[config.mk]
export PLATFORM = sky130hd
export DESIGN_NAME = irq_scan_timer
export DESIGN_NICKNAME = d
export VERILOG_FILES = /design/src/rtl/scan_timer_pkg.sv /design/src/rtl/timer_regs.sv /design/src/rtl/timer_prescaler.sv /design/src/rtl/timer_counter.sv /design/src/rtl/irq_scan_timer.sv
export SDC_FILE = /design/constraint.sdc
export NUM_CORES = 1
export LEC_CHECK = 0
export BUFFER_PORTS_ARGS = -buffer_cell sky130_fd_sc_hd__buf_2
export CORE_MARGIN = 4
export CORE_UTILIZATION = 26
export DETAILED_ROUTE_END_ITERATION = 6
export GPL_ROUTABILITY_DRIVEN = 0
export PLACE_DENSITY = 0.41
export SLEW_MARGIN = 15
export SYNTH_ARGS = -nofsm -noshare
export SYNTH_HDL_FRONTEND = slang
export SYNTH_SLANG_ARGS = --single-unit
[constraint.sdc]
create_clock -name clk -period 1.9 [get_ports clk]
set_clock_uncertainty 0.05 [all_clocks]
set_input_delay 0.19 -clock clk [delete_from_list [all_inputs] [get_ports clk]]
set_output_delay 0.19 -clock clk [all_outputs]
set_load 0.01 [all_outputs]
[src/rtl/scan_timer_pkg.sv]
package scan_timer_pkg;

  // Control value layout: bit 1 = run, bit 0 = repeat.
  typedef struct packed {
    logic run;
    logic rpt;
  } tmr_ctrl_t;

  // Control value after the counter fires: both bits copy repeat.
  function automatic tmr_ctrl_t ctrl_after_fire(input tmr_ctrl_t c);
    tmr_ctrl_t n;
    n.run = c.rpt;
    n.rpt = c.rpt;
    return n;
  endfunction

endpackage

[src/rtl/timer_regs.sv]
module timer_regs
  import scan_timer_pkg::*;
#(
  parameter int ADDR_W    = 16,
  parameter int CNT_W     = 8,
  parameter int REGION_W  = 4,
  parameter int REGION_ID = 15,
  parameter int SLOT_LSB  = 2,
  parameter int SLOT_W    = 2
) (
  input  logic             clk,
  input  logic             rst_n,
  input  logic             wr_en,
  input  logic [ADDR_W-1:0] wr_addr,
  input  logic [3:0]       wr_nib,
  input  logic [1:0]       wr_ctl,
  input  logic             cnt_fire,
  output logic [CNT_W-1:0] latch_q,
  output tmr_ctrl_t        ctrl_q,
  output logic             ctrl_wr,
  output logic             arm_load
);
  localparam int NIBBLES = CNT_W / 4;
  localparam logic [SLOT_W-1:0] CTRL_SLOT = SLOT_W'(NIBBLES);

  logic              region_hit;
  logic [SLOT_W-1:0] slot;

  assign region_hit = wr_en && (wr_addr[ADDR_W-1 -: REGION_W] == REGION_W'(REGION_ID));
  assign slot       = wr_addr[SLOT_LSB +: SLOT_W];
  assign ctrl_wr    = region_hit && (slot == CTRL_SLOT);
  assign arm_load   = ctrl_wr && wr_ctl[1];

  for (genvar k = 0; k < NIBBLES; k++) begin : g_nib
    always_ff @(posedge clk) begin
      if (!rst_n)
        latch_q[4*k +: 4] <= '0;
      else if (region_hit && (slot == SLOT_W'(k)))
        latch_q[4*k +: 4] <= wr_nib;
    end
  end

  always_ff @(posedge clk) begin
    if (!rst_n)
      ctrl_q <= '0;
    else if (ctrl_wr)
      ctrl_q <= tmr_ctrl_t'(wr_ctl);
    else if (cnt_fire)
      ctrl_q <= ctrl_after_fire(ctrl_q);
  end

endmodule

[src/rtl/timer_prescaler.sv]
module timer_prescaler #(
  parameter int PRE_W      = 7,
  parameter int PRE_PERIOD = 114
) (
  input  logic             clk,
  input  logic             rst_n,
  input  logic             clear,
  input  logic             advance,
  output logic [PRE_W-1:0] pre_q,
  output logic             pre_step
);
  localparam logic [PRE_W-1:0] PRE_LAST = PRE_W'(PRE_PERIOD - 1);

  function automatic logic [PRE_W-1:0] pre_next(input logic [PRE_W-1:0] v);
    return (v == PRE_LAST) ? '0 : v + 1'b1;
  endfunction

  assign pre_step = advance && (pre_q == PRE_LAST);

  always_ff @(posedge clk) begin
    if (!rst_n)
      pre_q <= '0;
    else if (clear)
      pre_q <= '0;
    else if (advance)
      pre_q <= pre_next(pre_q);
  end

endmodule

[src/rtl/timer_counter.sv]
module timer_counter #(
  parameter int CNT_W = 8
) (
  input  logic             clk,
  input  logic             rst_n,
  input  logic             load,
  input  logic             step,
  input  logic [CNT_W-1:0] reload,
  output logic [CNT_W-1:0] cnt_q,
  output logic             fire
);
  function automatic logic [CNT_W-1:0] cnt_next(input logic [CNT_W-1:0] v,
                                                input logic [CNT_W-1:0] r);
    return (&v) ? r : v + 1'b1;
  endfunction

  assign fire = step && (&cnt_q);

  always_ff @(posedge clk) begin
    if (!rst_n)
      cnt_q <= '0;
    else if (load)
      cnt_q <= reload;
    else if (step)
      cnt_q <= cnt_next(cnt_q, reload);
  end

endmodule

[src/rtl/irq_scan_timer.sv]
module irq_scan_timer
  import scan_timer_pkg::*;
#(
  parameter int ADDR_W     = 16,
  parameter int DATA_W     = 8,
  parameter int CNT_W      = 8,
  parameter int PRE_W      = 7,
  parameter int PRE_PERIOD = 114
) (
  input  logic              clk,
  input  logic              rst_n,
  input  logic              wr_en,
  input  logic [ADDR_W-1:0] wr_addr,
  input  logic [DATA_W-1:0] wr_data,
  input  logic              cpu_tick,
  output logic              irq
);
  logic [CNT_W-1:0] latch_q;
  tmr_ctrl_t        ctrl_q;
  logic             ctrl_wr;
  logic             arm_load;
  logic [PRE_W-1:0] pre_q;
  logic             pre_step;
  logic             pre_adv;
  logic [CNT_W-1:0] cnt_q;
  logic             cnt_fire;
  logic             unused_data;

  assign unused_data = ^wr_data[DATA_W-1:4];

  timer_regs #(
    .ADDR_W (ADDR_W),
    .CNT_W  (CNT_W)
  ) u_regs (
    .clk      (clk),
    .rst_n    (rst_n),
    .wr_en    (wr_en),
    .wr_addr  (wr_addr),
    .wr_nib   (wr_data[3:0]),
    .wr_ctl   (wr_data[1:0]),
    .cnt_fire (cnt_fire),
    .latch_q  (latch_q),
    .ctrl_q   (ctrl_q),
    .ctrl_wr  (ctrl_wr),
    .arm_load (arm_load)
  );

  // A control write owns its cycle: ticks then are dropped.
  assign pre_adv = cpu_tick && ctrl_q.run && !ctrl_wr;

  timer_prescaler #(
    .PRE_W      (PRE_W),
    .PRE_PERIOD (PRE_PERIOD)
  ) u_pre (
    .clk      (clk),
    .rst_n    (rst_n),
    .clear    (arm_load),
    .advance  (pre_adv),
    .pre_q    (pre_q),
    .pre_step (pre_step)
  );

  timer_counter #(
    .CNT_W (CNT_W)
  ) u_cnt (
    .clk    (clk),
    .rst_n  (rst_n),
    .load   (arm_load),
    .step   (pre_step),
    .reload (latch_q),
    .cnt_q  (cnt_q),
    .fire   (cnt_fire)
  );

  always_ff @(posedge clk) begin
    if (!rst_n)
      irq <= 1'b0;
    else if (ctrl_wr)
      irq <= 1'b0;
    else if (cnt_fire)
      irq <= 1'b1;
  end

endmodule

Word-level counts from Yosys, hierarchy flattened
Cells that the tools add are included.

$mul: 0. Add/subtract/negate cells: 2. Bitwise gates (word level): 1. Reduce and logical (&&, ||, !) cells: 16. Div/mod/pow operators: 0. Equality and inequality tests: 4. Order comparisons: 0. Mux-type cells: 6. Shift operators: 0.

Operators by type and width (number): 2-to-1 mux 8 bit (3); logical AND 1 bit (9); adder 8 x 1 -> 8 bit, second input constant (1); AND reduction 8 bit (1); adder 7 x 1 -> 7 bit, second input constant (1); == test 7 bit, second input constant (1); 2-to-1 mux 7 bit (1); == test 4 bit, second input constant (1); 2-to-1 mux 2 bit (2); nonzero test 2 bit (2); OR reduction 2 bit (2); == test 2 x 1 -> 1 bit, second input constant (1); == test 2 bit, second input constant (1); logical NOT 2 bit (1); logical NOT 1 bit (1); inverter 1 bit (1).

Register bits: 26. Output and inout bits: 1. Bits of input ports: 28. Bits in writable memories: 0. Latch bits: 0. Word-level logic and storage cells: 36. Memories kept: 0. Bits in read-only memories: 0.

Logic depth before layout (Yosys ltp)
Gate-level depths: netlist (run 1).

Word-level depth: 9. Depth in mapped cells: 8. Depth with buffers taken out: 7.

By module
Synthesis (run 1) repeated with hierarchy kept, for this count alone.

Cells, all modules: 158. Area, all modules: 1358.8 um2.

Modules (own cells, without submodules): timer_counter (seq. area each 160.2 um2, instances 1, cells an instance 68, area each 520.5 um2); timer_regs (seq. area each 200.2 um2, instances 1, cells an instance 48, area each 446.7 um2); timer_prescaler (seq. area each 140.1 um2, instances 1, cells an instance 37, area each 347.8 um2); irq_scan_timer (seq. area each 20.0 um2, instances 1, cells an instance 5, area each 43.8 um2).

Least setup slack after synthesis (run 1)
No wires, ideal clock.

Kind: register to register. From: register u_pre.pre_q[0]. To: register u_cnt.cnt_q[6]. Period minus slack after synthesis: 1.586 ns. Path buffers: 1. Setup slack: 0.314 ns. Data arrival time: 1.409 ns. Stages on the path, launching flop included: 8. Required time: 1.723 ns. Library setup time: 0.127 ns. Cells stage by stage: dfxtp_1 ha_1 nand2_1 nor4_4 a21oi_4 buf_6 a211oi_2 o32ai_1.

Word-level cells in the longest chain between the ends: 3.

Ends and longest elaborated chain: from (decl) (RTL line timer_prescaler.sv:9) `output logic [PRE_W-1:0] pre_q,`; from (signal assigned) (RTL line timer_prescaler.sv:26) `pre_q <= pre_next(pre_q);`; == test 7 bit (RTL line timer_prescaler.sv:18) `assign pre_step = advance && (pre_q == PRE_LAST);`; logical AND 1 bit (RTL line timer_prescaler.sv:18); nonzero test 2 bit (no source line); to (signal assigned) (RTL line timer_counter.sv:23) `cnt_q <= reload;`; to (signal assigned) (RTL line timer_counter.sv:25) `cnt_q <= cnt_next(cnt_q, reload);`; to (decl) (RTL line timer_counter.sv:9) `output logic [CNT_W-1:0] cnt_q,`.

Every way passes these cells. A chain may end at the register's enable or synchronous reset.

Worst setup path after layout (run 1)
From: register u_cnt.cnt_q[0]. To: register u_cnt.cnt_q[0].

Word-level cells in the longest chain between the ends: 4. Elaborated cells on any way between the ends: 5. Classes of those cells: add/sub: 1; mux: 3; reduce/logical: 1.

Ends and longest elaborated chain: adder 8 x 1 -> 8 bit or AND reduction 8 bit (tied branches) (RTL line timer_counter.sv:14) `return (&v) ? r : v + 1'b1;`; 2-to-1 mux 8 bit (*) (RTL line timer_counter.sv:14); 2-to-1 mux 8 bit (*) (RTL line timer_counter.sv:24) `else if (step)`; 2-to-1 mux 8 bit (*) (RTL line timer_counter.sv:22) `else if (load)`.

Every way passes the cells marked *; elsewhere a longest branch is shown, timed or not. The select of a mux whose other input is x is not followed.

==> results.py, run 1 <==
metrics = {
    "setup_path": {
        "crit_family": "simple AND/OR/NAND/NOR gates",
        "crit_required_ns": 2.05,
        "worstSetupPathDepth": 5,
        "cp.arrival_ns": 1.89,
        "end_kind": "flip-flop",
        "r2r_start": "u_cnt.cnt_q[0]$_SDFFE_PN0P_",
        "cp-start-kind": "flip-flop",
        "path_max_fanout": 7,
        "crit_type": "flip-flop to flip-flop",
        "r2r_cells": 5,
        "slowest_delay_ns": 0.40,
        "crit_buf_inv": 0,
        "worstPathCellList": "ha_1 -> nand4_1 -> nand2_1 -> or3_1 -> a31oi_1",
        "crit_start": "u_cnt.cnt_q[0]$_SDFFE_PN0P_",
        "crit_path_top_delay_cell": "or3_1",
    },
    "route": {
        "routed_wl_microns": 3187,
        "first_pass_iters": 4,
        "drt_iter0_markers": 61,
        "drc": 0,
        "vias": 1154,
        "ant_nets": 0,
        "drt-wirelength-per-cell_microns": 13.33,
        "via_per_inst": 4.828,
    },
    "floorplanning": {
        "rows": 26,
        "io_pins": 29,
        "die_area_sq_mm": 0.006495,
        "die_h_microns": 80.59,
        "die-width_microns": 80.59,
        "coreArea_sq_mm": 0.005107,
        "initial_core_util_pct": 26.83,
    },
    "global_route": {
        "grt_overflow": 0,
        "grt_max_degree": 15,
        "antenna_found_initial": 0,
        "grt_pass1_vias": 1255,
        "track_usage_pct": 11.48,
        "grt_first_pass_wirelength_microns": 5740,
    },
    "final_layout": {
        "fillers": 555,
        "area_delta_synth_final_pct": 15.25,
        "regArea_sq_um": 520.5,
        "layoutNonFillerInstCount": 239,
        "final_nets": 201,
        "multiInputGateArea_sq_um": 782.0,
        "drive_gt1_share_pct": 22.49,
        "antennaDiodeCount": 0,
    },
    "sta": {
        "fin_tns_setup_ns": 0,
        "setup_ws_ns": 0.1654,
        "worst_pin_slew_ns": 0.4639,
        "period_needed_ns": 1.735,
        "max_slew_margin_pct": 69.04,
        "maxSlewViolCount": 0,
        "period_share_pct": 91.29,
        "setup_viol": 0,
        "grt_setup_unrepaired": "no",
        "hold_viol_final": 0,
        "clock.fmax_mhz": 576.5,
    },
    "clock_network": {
        "path_clk_slew_ns": 0.09,
        "h-tree-depth": 1,
        "cts_tree": "done",
        "ctsResizeCount": 0,
        "cts_root_buffer": "clkbuf_8",
        "cts_made_buffers": 3,
        "postCtsHoldBufs": 0,
        "post_cts_buffers": 0,
        "cts_num_sinks": 26,
        "cts_buffer_depth": 2,
        "clock_latency_ns": 0.27,
    },
    "yosys": {
        "syn_inst": 152,
        "netlist_area_sq_mm": 0.001370,
        "synth_top_area_share_pct": 37.99,
        "ys.flop_type": "dfxtp_1",
        "synthTopCellsByArea": "dfxtp_1, mux2i_1, nor2_1, nand2_1, a21oi_1",
        "ys_async_sr_fraction_pct": 0,
        "syn-num-nets": 183,
        "synth.distinct_cells": 43,
        "ys_ff_latch": 26,
        "yosys_warnings": 0,
        "synth.largest_area_cell": "dfxtp_1",
        "seq_area_frac_synth_pct": 37.99,
        "postSynthAreaPerCell_sq_um": 9.014,
        "synth_edf_count": 0,
    },
    "placement": {
        "place_hpwl_microns": 2538,
        "place_inst": 235,
        "io_buffers": 14,
        "dp_slack_ns": 0.1341,
    },
    "min_path": {
        "hold_class": "input port to flip-flop",
        "min_from": "wr_data[2]",
        "min_path_cells": 3,
    },
    "power_and_ir_drop": {
        "ir_drop_v": 0.0002891,
        "powerDensity_mw_per_mm2": 601.0,
        "power_leakage_uw": 0.0005863,
    },
    "job": {
        "cap_viol_max_count": 0,
    },
    "run_status": {
        "status": "completed",
    },
}
[cells in the final DEF (no fill, tap or decap), drive strengths merged]
cell type  netlist  layout
a21boi           1       1
nor3b            2       2
o21ai            1       1
and3             2       2
a221oi           1       1
o22ai            4       4
o211a            1       1
nand3            8       8
a31oi            2       2
a21oi           11      11
nand4            4       4
ha               3       3
and4             1       1
xnor2            1       1
o32ai            1       1
and2             2       2
nor3             1       1
inv              3       3
a2bb2oi          1       1
nor2            21      21
a211oi           2       2
or2              1       1
nand2b           1       1
buf              6      21
clkbuf           2       4
nand2           17      17
nand3b           1       1
dfxtp           26      26
or3              4       4
a21bo            1       1
mux2i           10      10
o311ai           1       1
and4b            1       1
xor2             5       5
nor4             3       3
[sequential cells by signal, indices dropped and copies added, names as in the netlist]
register	flops
u_regs.latch_q	8
irq	1
u_pre.pre_q	7
u_cnt.cnt_q	8
u_regs.ctrl_q	2
[layout make-up]
| cell class | instances | share of cell area (%) |
|---|---|---|
| Multi-Input combinational cell | 115 | 49.52 |
| Sequential cell | 26 | 32.96 |
| Timing Repair Buffer | 21 | 7.765 |
| Tap cell | 70 | 5.547 |
| Clock buffer | 4 | 3.487 |
| Inverter | 3 | 0.7132 |
[metrics by stage]
| step | total power (uW) | instance area (sq um) | hold slack (ns) | util (%) |
|---|---|---|---|---|
| after floorplan | 579.7 | 1370 | 0.2839 | - |
| after global placement | 599.5 | 1524 | 0.3937 | 29.84 |
| after detailed placement | 600.4 | 1524 | 0.4018 | 29.84 |
| after CTS | 961.5 | 1579 | 0.1257 | 30.92 |
| after global routing | 991.9 | 1579 | 0.1161 | 30.92 |
| final | 949.0 | 1579 | 0.1281 | 30.92 |
[cells in the mapped netlist, types with 2 or more instances]
library cell  number
dfxtp_1           26
nor2_1            21
nand2_1           16
mux2i_1           10
a21oi_1            9
nand3_1            8
xor2_1             5
nand4_1            4
o22ai_1            4
or3_1              4
buf_2              3
buf_6              3
ha_1               3
inv_1              3
a211oi_2           2
a31oi_1            2
and2_1             2
clkbuf_1           2
[logic make-up after synthesis]
family | after synthesis | share of synthesized area [%]
and+or+nand+nor | 69 | 27.31
muxes | 10 | 7.306
adders and majority gates | 3 | 2.740
DFF | 26 | 37.99
buffers and inverters | 11 | 4.931
xor gates and xnor gates | 6 | 3.836
AOI/OAI and AO/OA | 27 | 15.89
[power breakdown]
group	internal [uW]	switching, uW
clock network	185	177
logic	15.5	25.0
registers	546	0.861
[routing by layer]
layer	wire length, microns	global-route usage, %
met5	0	0
met2	1543	19.21
met4	35	4.561
met1	1512	14.36
met3	96	2.242
[path summary, 6_finish.rpt]
path                                    endpoint  slack, ns
setup / recovery     u_cnt.cnt_q[0]$_SDFFE_PN0P_       0.17
hold / removal    u_regs.latch_q[2]$_SDFFE_PN0P_       0.13
setup reg to reg     u_cnt.cnt_q[0]$_SDFFE_PN0P_       0.17
hold reg to reg    u_regs.ctrl_q[0]$_SDFFE_PN0P_       0.41
[worst register-to-register path, stage by stage (launching register included)]
cell and delay, ns:
dfxtp_1 0.35, ha_1 0.28, nand4_1 0.21, nand2_1 0.22, or3_1 0.40, a31oi_1 0.15
Power figures use the tool's default switching activity.
==> run 2: changes to the inputs <==
CAP_MARGIN = 20   (was default)
RECOVER_POWER = 25   (was default)
==> run 2 against run 1 <==
Worst setup slack got worse by 0.0016 ns. Non-clock buffer count unchanged. Sequential cell count unchanged. Global-route usage unchanged. First-iteration DRC count unchanged. Utilization decreased by 0.098 points. Highest routed layer unchanged.
==> results.py, run 2 (synthesis gave the netlist of run 1 again) <==
metrics = {
    "run_status": {
        "status": "completed",
    },
    "route": {
        "drt-wirelength-per-cell_microns": 13.38,
        "first_pass_iters": 6,
        "drc": 0,
        "routed_wl_microns": 3199,
        "drt_iter0_markers": 61,
        "ant_nets": 0,
        "via_per_inst": 4.870,
        "vias": 1164,
    },
    "final_layout": {
        "final_nets": 201,
        "area_delta_synth_final_pct": 14.89,
        "fillers": 557,
        "multiInputGateArea_sq_um": 782.0,
        "biggestRegsByFlops": "u_cnt.cnt_q x8, u_regs.latch_q x8, u_pre.pre_q x7",
        "antennaDiodeCount": 0,
        "layout_common_cells": "dfxtp_1, nor2_1, nand2_1",
        "final_common_cell": "dfxtp_1",
        "regArea_sq_um": 520.5,
        "drive_gt1_share_pct": 21.30,
    },
    "setup_path": {
        "crit_required_ns": 2.05,
        "timing.reg2reg.setup_slack_ns": 0.16,
        "worstPathCellList": "ha_1 -> nand4_1 -> nand2_1 -> or3_1 -> a31oi_1",
        "cp.arrival_ns": 1.89,
        "path_max_fanout": 7,
        "end_kind": "flip-flop",
        "slowest_delay_ns": 0.40,
        "crit_path_top_delay_cell": "or3_1",
        "cp-start-kind": "flip-flop",
        "crit_type": "flip-flop to flip-flop",
        "r2r_cells": 5,
        "regToRegEndpoint": "u_cnt.cnt_q[0]$_SDFFE_PN0P_",
        "r2r_start": "u_cnt.cnt_q[0]$_SDFFE_PN0P_",
    },
    "sta": {
        "setup_viol": 0,
        "maxSlewViolCount": 0,
        "period_share_pct": 91.38,
        "period_needed_ns": 1.736,
        "grt_setup_unrepaired": "no",
        "hold_viol_final": 0,
        "clock.fmax_mhz": 576.0,
        "fin_tns_setup_ns": 0,
        "max_slew_margin_pct": 69.00,
        "worst_pin_slew_ns": 0.4645,
    },
    "floorplanning": {
        "rows": 26,
        "coreArea_sq_mm": 0.005107,
        "io_pins": 29,
        "die_area_sq_mm": 0.006495,
        "die-width_microns": 80.59,
        "die_h_microns": 80.59,
        "initial_core_util_pct": 26.83,
    },
    "min_path": {
        "min_path_cells": 3,
        "hold_end": "u_regs.latch_q[2]$_SDFFE_PN0P_",
        "hold_class": "input port to flip-flop",
        "min_from": "wr_data[2]",
    },
    "clock_network": {
        "postCtsHoldBufs": 0,
        "clock_latency_ns": 0.27,
        "path_clk_slew_ns": 0.09,
        "cts_buffer_depth": 2,
        "post_cts_buffers": 0,
        "cts_num_sinks": 26,
        "cts_root_buffer": "clkbuf_8",
        "cts_tree": "done",
        "h-tree-depth": 1,
        "ctsResizeCount": 0,
        "cts_made_buffers": 3,
    },
    "global_route": {
        "grt_max_degree": 15,
        "grt_first_pass_wirelength_microns": 5740,
        "grt_pass1_vias": 1255,
        "grt_overflow": 0,
        "antenna_found_initial": 0,
        "track_usage_pct": 11.48,
    },
    "power_and_ir_drop": {
        "power_leakage_uw": 0.0005777,
        "powerDensity_mw_per_mm2": 603.1,
        "total_power_uw": 949.3,
        "ir_drop_v": 0.0002895,
    },
    "job": {
        "cap_viol_max_count": 0,
    },
    "placement": {
        "io_buffers": 14,
        "place_hpwl_microns": 2538,
    },
}
## run 2: cell count changes in the layout (fill, tap and decap cells not counted), sizes merged
cell and change:
buf -2, clkbuf +2
## run 2: worst max-delay path by stage
stage                                startpoint                          end  slack (ns)  cells past startpoint
CTS                 u_pre.pre_q[1]$_SDFFE_PP0N_  u_cnt.cnt_q[6]$_SDFFE_PN0P_        0.11                      8
global route        u_cnt.cnt_q[1]$_SDFFE_PN0P_  u_cnt.cnt_q[4]$_SDFFE_PN0P_        0.02                      5
detailed placement  u_pre.pre_q[1]$_SDFFE_PP0N_  u_cnt.cnt_q[6]$_SDFFE_PN0P_        0.13                      8
floorplan           u_pre.pre_q[0]$_SDFFE_PP0N_  u_cnt.cnt_q[6]$_SDFFE_PN0P_        0.31                      7
global placement    u_pre.pre_q[1]$_SDFFE_PP0N_  u_cnt.cnt_q[6]$_SDFFE_PN0P_        0.13                      8
finish              u_cnt.cnt_q[0]$_SDFFE_PN0P_  u_cnt.cnt_q[0]$_SDFFE_PN0P_        0.16                      5
## run 2: cell type report
type | instances | share of cell area [%]
multi-input combinational | 115 | 49.68
sequential | 26 | 33.07
clock buffer | 4 | 3.498
timing repair buffer | 21 | 7.472
inverter | 3 | 0.7154
tap | 70 | 5.564
## run 2: where the power goes
group,internal (uW),switching [uW]
Sequential,546,0.866
Clock,185,177
Combinational,15.1,25.1
Total,746,203
## run 2: worst max-delay path, delay by kind of cell (launching register included)
family / cells / cell delay (ns)
fa+ha+maj: 1 / 0.28
simple gates: 3 / 0.83
compound gates: 1 / 0.15
flops: 1 / 0.35
## run 2: through the flow
step	worst slack, ns	utilization [%]	cell area (sq um)	instances	hold slack, ns
6_report	0.1639	30.82	1574	239	0.1274
3_5_place_dp	0.1341	29.84	1524	235	0.4018
5_1_grt	0.01989	30.82	1574	239	0.1161
4_1_cts	0.1130	30.92	1579	239	0.1257
3_3_place_gp	0.1287	29.84	1524	235	0.3937
2_1_floorplan	0.3137	-	1370	152	0.2839
## run 2: layer usage
metal	routed length (microns)	track usage, %	vias up
met4	52	4.561	0
met5	0	0	-
met2	1536	19.21	16
met3	77	2.242	4
li1	-	-	581
met1	1533	14.36	563
==> run 3: changes to the inputs <==
ABC_AREA = 1   (was default)
==> run 3 against run 2 <==
Worst setup slack gained 0.21 ns. Non-clock buffer count fell by 7. Worst hold slack improved by 0.035 ns. Sequential cell count unchanged. Critical endpoint is now u_cnt.cnt_q[4]$_SDFFE_PN0P_.
==> results.py, run 3 <==
metrics = {
    "run_status": {
        "status": "completed",
    },
    "floorplanning": {
        "coreArea_sq_mm": 0.005540,
        "io_pins": 29,
        "initial_core_util_pct": 26.81,
        "die_h_microns": 83.58,
        "rows": 27,
        "die-width_microns": 83.58,
        "die_area_sq_mm": 0.006986,
    },
    "yosys": {
        "netlist_area_sq_mm": 0.001485,
        "synthTopCellsByArea": "dfxtp_1, nand2_1, inv_1, a21oi_1, o21ai_0",
        "ys_ff_latch": 26,
        "synth_edf_count": 0,
        "synth.distinct_cells": 24,
        "seq_area_frac_synth_pct": 35.05,
        "ys.flop_type": "dfxtp_1",
        "ys_async_sr_fraction_pct": 0,
        "postSynthAreaPerCell_sq_um": 6.844,
        "synth_top_area_share_pct": 35.05,
        "yosys-top-cells-count": "nand2_1, inv_1, dfxtp_1",
        "synth_most_common_cell": "nand2_1",
        "syn_inst": 217,
        "synth.largest_area_cell": "dfxtp_1",
        "syn-num-nets": 248,
        "yosys_warnings": 0,
    },
    "global_route": {
        "grt_use_met3_pct": 1.481,
        "antenna_found_initial": 0,
        "busiest_layer": "met2",
        "grt_overflow": 0,
        "grt_pass1_vias": 1161,
        "grt_use_met2_pct": 13.52,
        "met1_usage_pct": 13.49,
        "track_usage_pct": 9.254,
        "grt_first_pass_wirelength_microns": 5430,
        "grt_max_degree": 15,
    },
    "final_layout": {
        "fillers": 628,
        "layout_common_cells": "nand2_1, inv_1, dfxtp_1",
        "multiInputGateArea_sq_um": 818.3,
        "final_nets": 265,
        "final_common_cell": "nand2_1",
        "biggestRegsByFlops": "u_cnt.cnt_q x8, u_regs.latch_q x8, u_pre.pre_q x7",
        "area_delta_synth_final_pct": 11.96,
        "regArea_sq_um": 520.5,
        "layoutNonFillerInstCount": 304,
        "drive_gt1_share_pct": 13.36,
        "antennaDiodeCount": 0,
    },
    "route": {
        "drc": 0,
        "ant_nets": 0,
        "drt-wirelength-per-cell_microns": 10.01,
        "routed_wl_microns": 3042,
        "vias": 1282,
        "first_pass_iters": 4,
        "drt_iter0_markers": 67,
        "via_per_inst": 4.217,
    },
    "power_and_ir_drop": {
        "ir_drop_v": 0.0001968,
        "power_leakage_uw": 0.0007140,
        "powerDensity_mw_per_mm2": 553.5,
    },
    "sta": {
        "setup_viol": 0,
        "clock.fmax_mhz": 655.4,
        "period_share_pct": 80.31,
        "period_needed_ns": 1.526,
        "setup_ws_ns": 0.3741,
        "max_slew_margin_pct": 72.94,
        "hold_viol_final": 0,
        "maxSlewViolCount": 0,
        "grt_setup_unrepaired": "no",
        "fin_tns_setup_ns": 0,
        "worst_pin_slew_ns": 0.4045,
    },
    "setup_path": {
        "cp.arrival_ns": 1.68,
        "crit_type": "flip-flop to flip-flop",
        "end_kind": "flip-flop",
        "r2r_start": "u_pre.pre_q[0]$_SDFFE_PP0N_",
        "cp-start-kind": "flip-flop",
        "timing.reg2reg.setup_slack_ns": 0.37,
        "r2r_cells": 7,
        "regToRegEndpoint": "u_cnt.cnt_q[4]$_SDFFE_PN0P_",
        "crit_required_ns": 2.05,
        "path_max_fanout": 7,
    },
    "placement": {
        "place_inst": 301,
        "dp_slack_ns": 0.3655,
        "place_hpwl_microns": 2345,
        "io_buffers": 14,
    },
    "min_path": {
        "hold_class": "input port to flip-flop",
        "min_from": "wr_data[0]",
        "min_path_cells": 3,
        "hold_end": "u_regs.ctrl_q[0]$_SDFFE_PN0P_",
    },
    "clock_network": {
        "cts_root_buffer": "clkbuf_8",
        "h-tree-depth": 1,
        "cts_made_buffers": 3,
        "clock_latency_ns": 0.27,
        "cts_buffer_depth": 2,
        "path_clk_slew_ns": 0.10,
        "cts_num_sinks": 26,
        "postCtsHoldBufs": 0,
        "cts_tree": "done",
        "ctsResizeCount": 0,
        "post_cts_buffers": 0,
    },
    "job": {
        "cap_viol_max_count": 0,
    },
}
==> run 3: worst max-delay path by stage <==
stage / end / slack (ns) / start / depth (start not counted)
after detailed placement: u_cnt.cnt_q[3]$_SDFFE_PN0P_ / 0.37 / u_pre.pre_q[0]$_SDFFE_PP0N_ / 7
after global routing: u_cnt.cnt_q[1]$_SDFFE_PN0P_ / 0.15 / u_cnt.cnt_q[0]$_SDFFE_PN0P_ / 9
after CTS: u_cnt.cnt_q[3]$_SDFFE_PN0P_ / 0.34 / u_pre.pre_q[0]$_SDFFE_PP0N_ / 7
final: u_cnt.cnt_q[4]$_SDFFE_PN0P_ / 0.37 / u_pre.pre_q[0]$_SDFFE_PP0N_ / 7
after global placement: u_cnt.cnt_q[3]$_SDFFE_PN0P_ / 0.34 / u_pre.pre_q[0]$_SDFFE_PP0N_ / 7
after floorplan: u_cnt.cnt_q[3]$_SDFFE_PN0P_ / 0.60 / u_pre.pre_q[0]$_SDFFE_PP0N_ / 7
==> run 3: worst max-delay path: stages (launching register included) <==
cell and delay, ns:
dfxtp_1 0.43, ha_1 0.18, nand2_1 0.08, nor2_4 0.17, nand3_4 0.12, a21oi_4 0.26, nand2_1 0.08, o21ai_1 0.07
==> run 3: per-stage QoR <==
step / utilization [%] / total power [uW] / instance area, sq um / hold WS (ns)
final: 30.01 / 920.3 / 1663 / 0.1619
after floorplan: - / 588.0 / 1485 / 0.2784
after global placement: 29.43 / 611.4 / 1630 / 0.3824
after CTS: 30.17 / 938.4 / 1672 / 0.1610
after detailed placement: 29.43 / 611.4 / 1630 / 0.3911
after global routing: 30.01 / 962.0 / 1663 / 0.1863
==> run 3: cells by family after synthesis <==
family | Yosys count | synth area share (%)
simple gates | 108 | 35.05
compound gates | 38 | 13.90
buf+inv | 35 | 9.350
flops | 26 | 35.05
xor+xnor | 7 | 4.128
fa+ha+maj | 3 | 2.528
==> run 3: layout make-up <==
type	instances	share of cell area [%]
sequential	26	31.30
tap	72	5.418
inverter	33	7.449
multi-input combinational	156	49.21
clock buffer	3	2.483
timing repair buffer	14	4.138
==> run 3: report_power, final <==
group	switching (uW)	leakage [uW]	internal, uW
sequential	1.02	0.000209	546
clock	182	0.0000216	142
combinational	31.4	0.000483	17.4
==> run 3: metal layers <==
layer / wire, microns / share of wire [%]
met1: 1657 / 54
met2: 1281 / 42
met3: 68 / 2.2
met4: 36 / 1.2
met5: 0 / 0
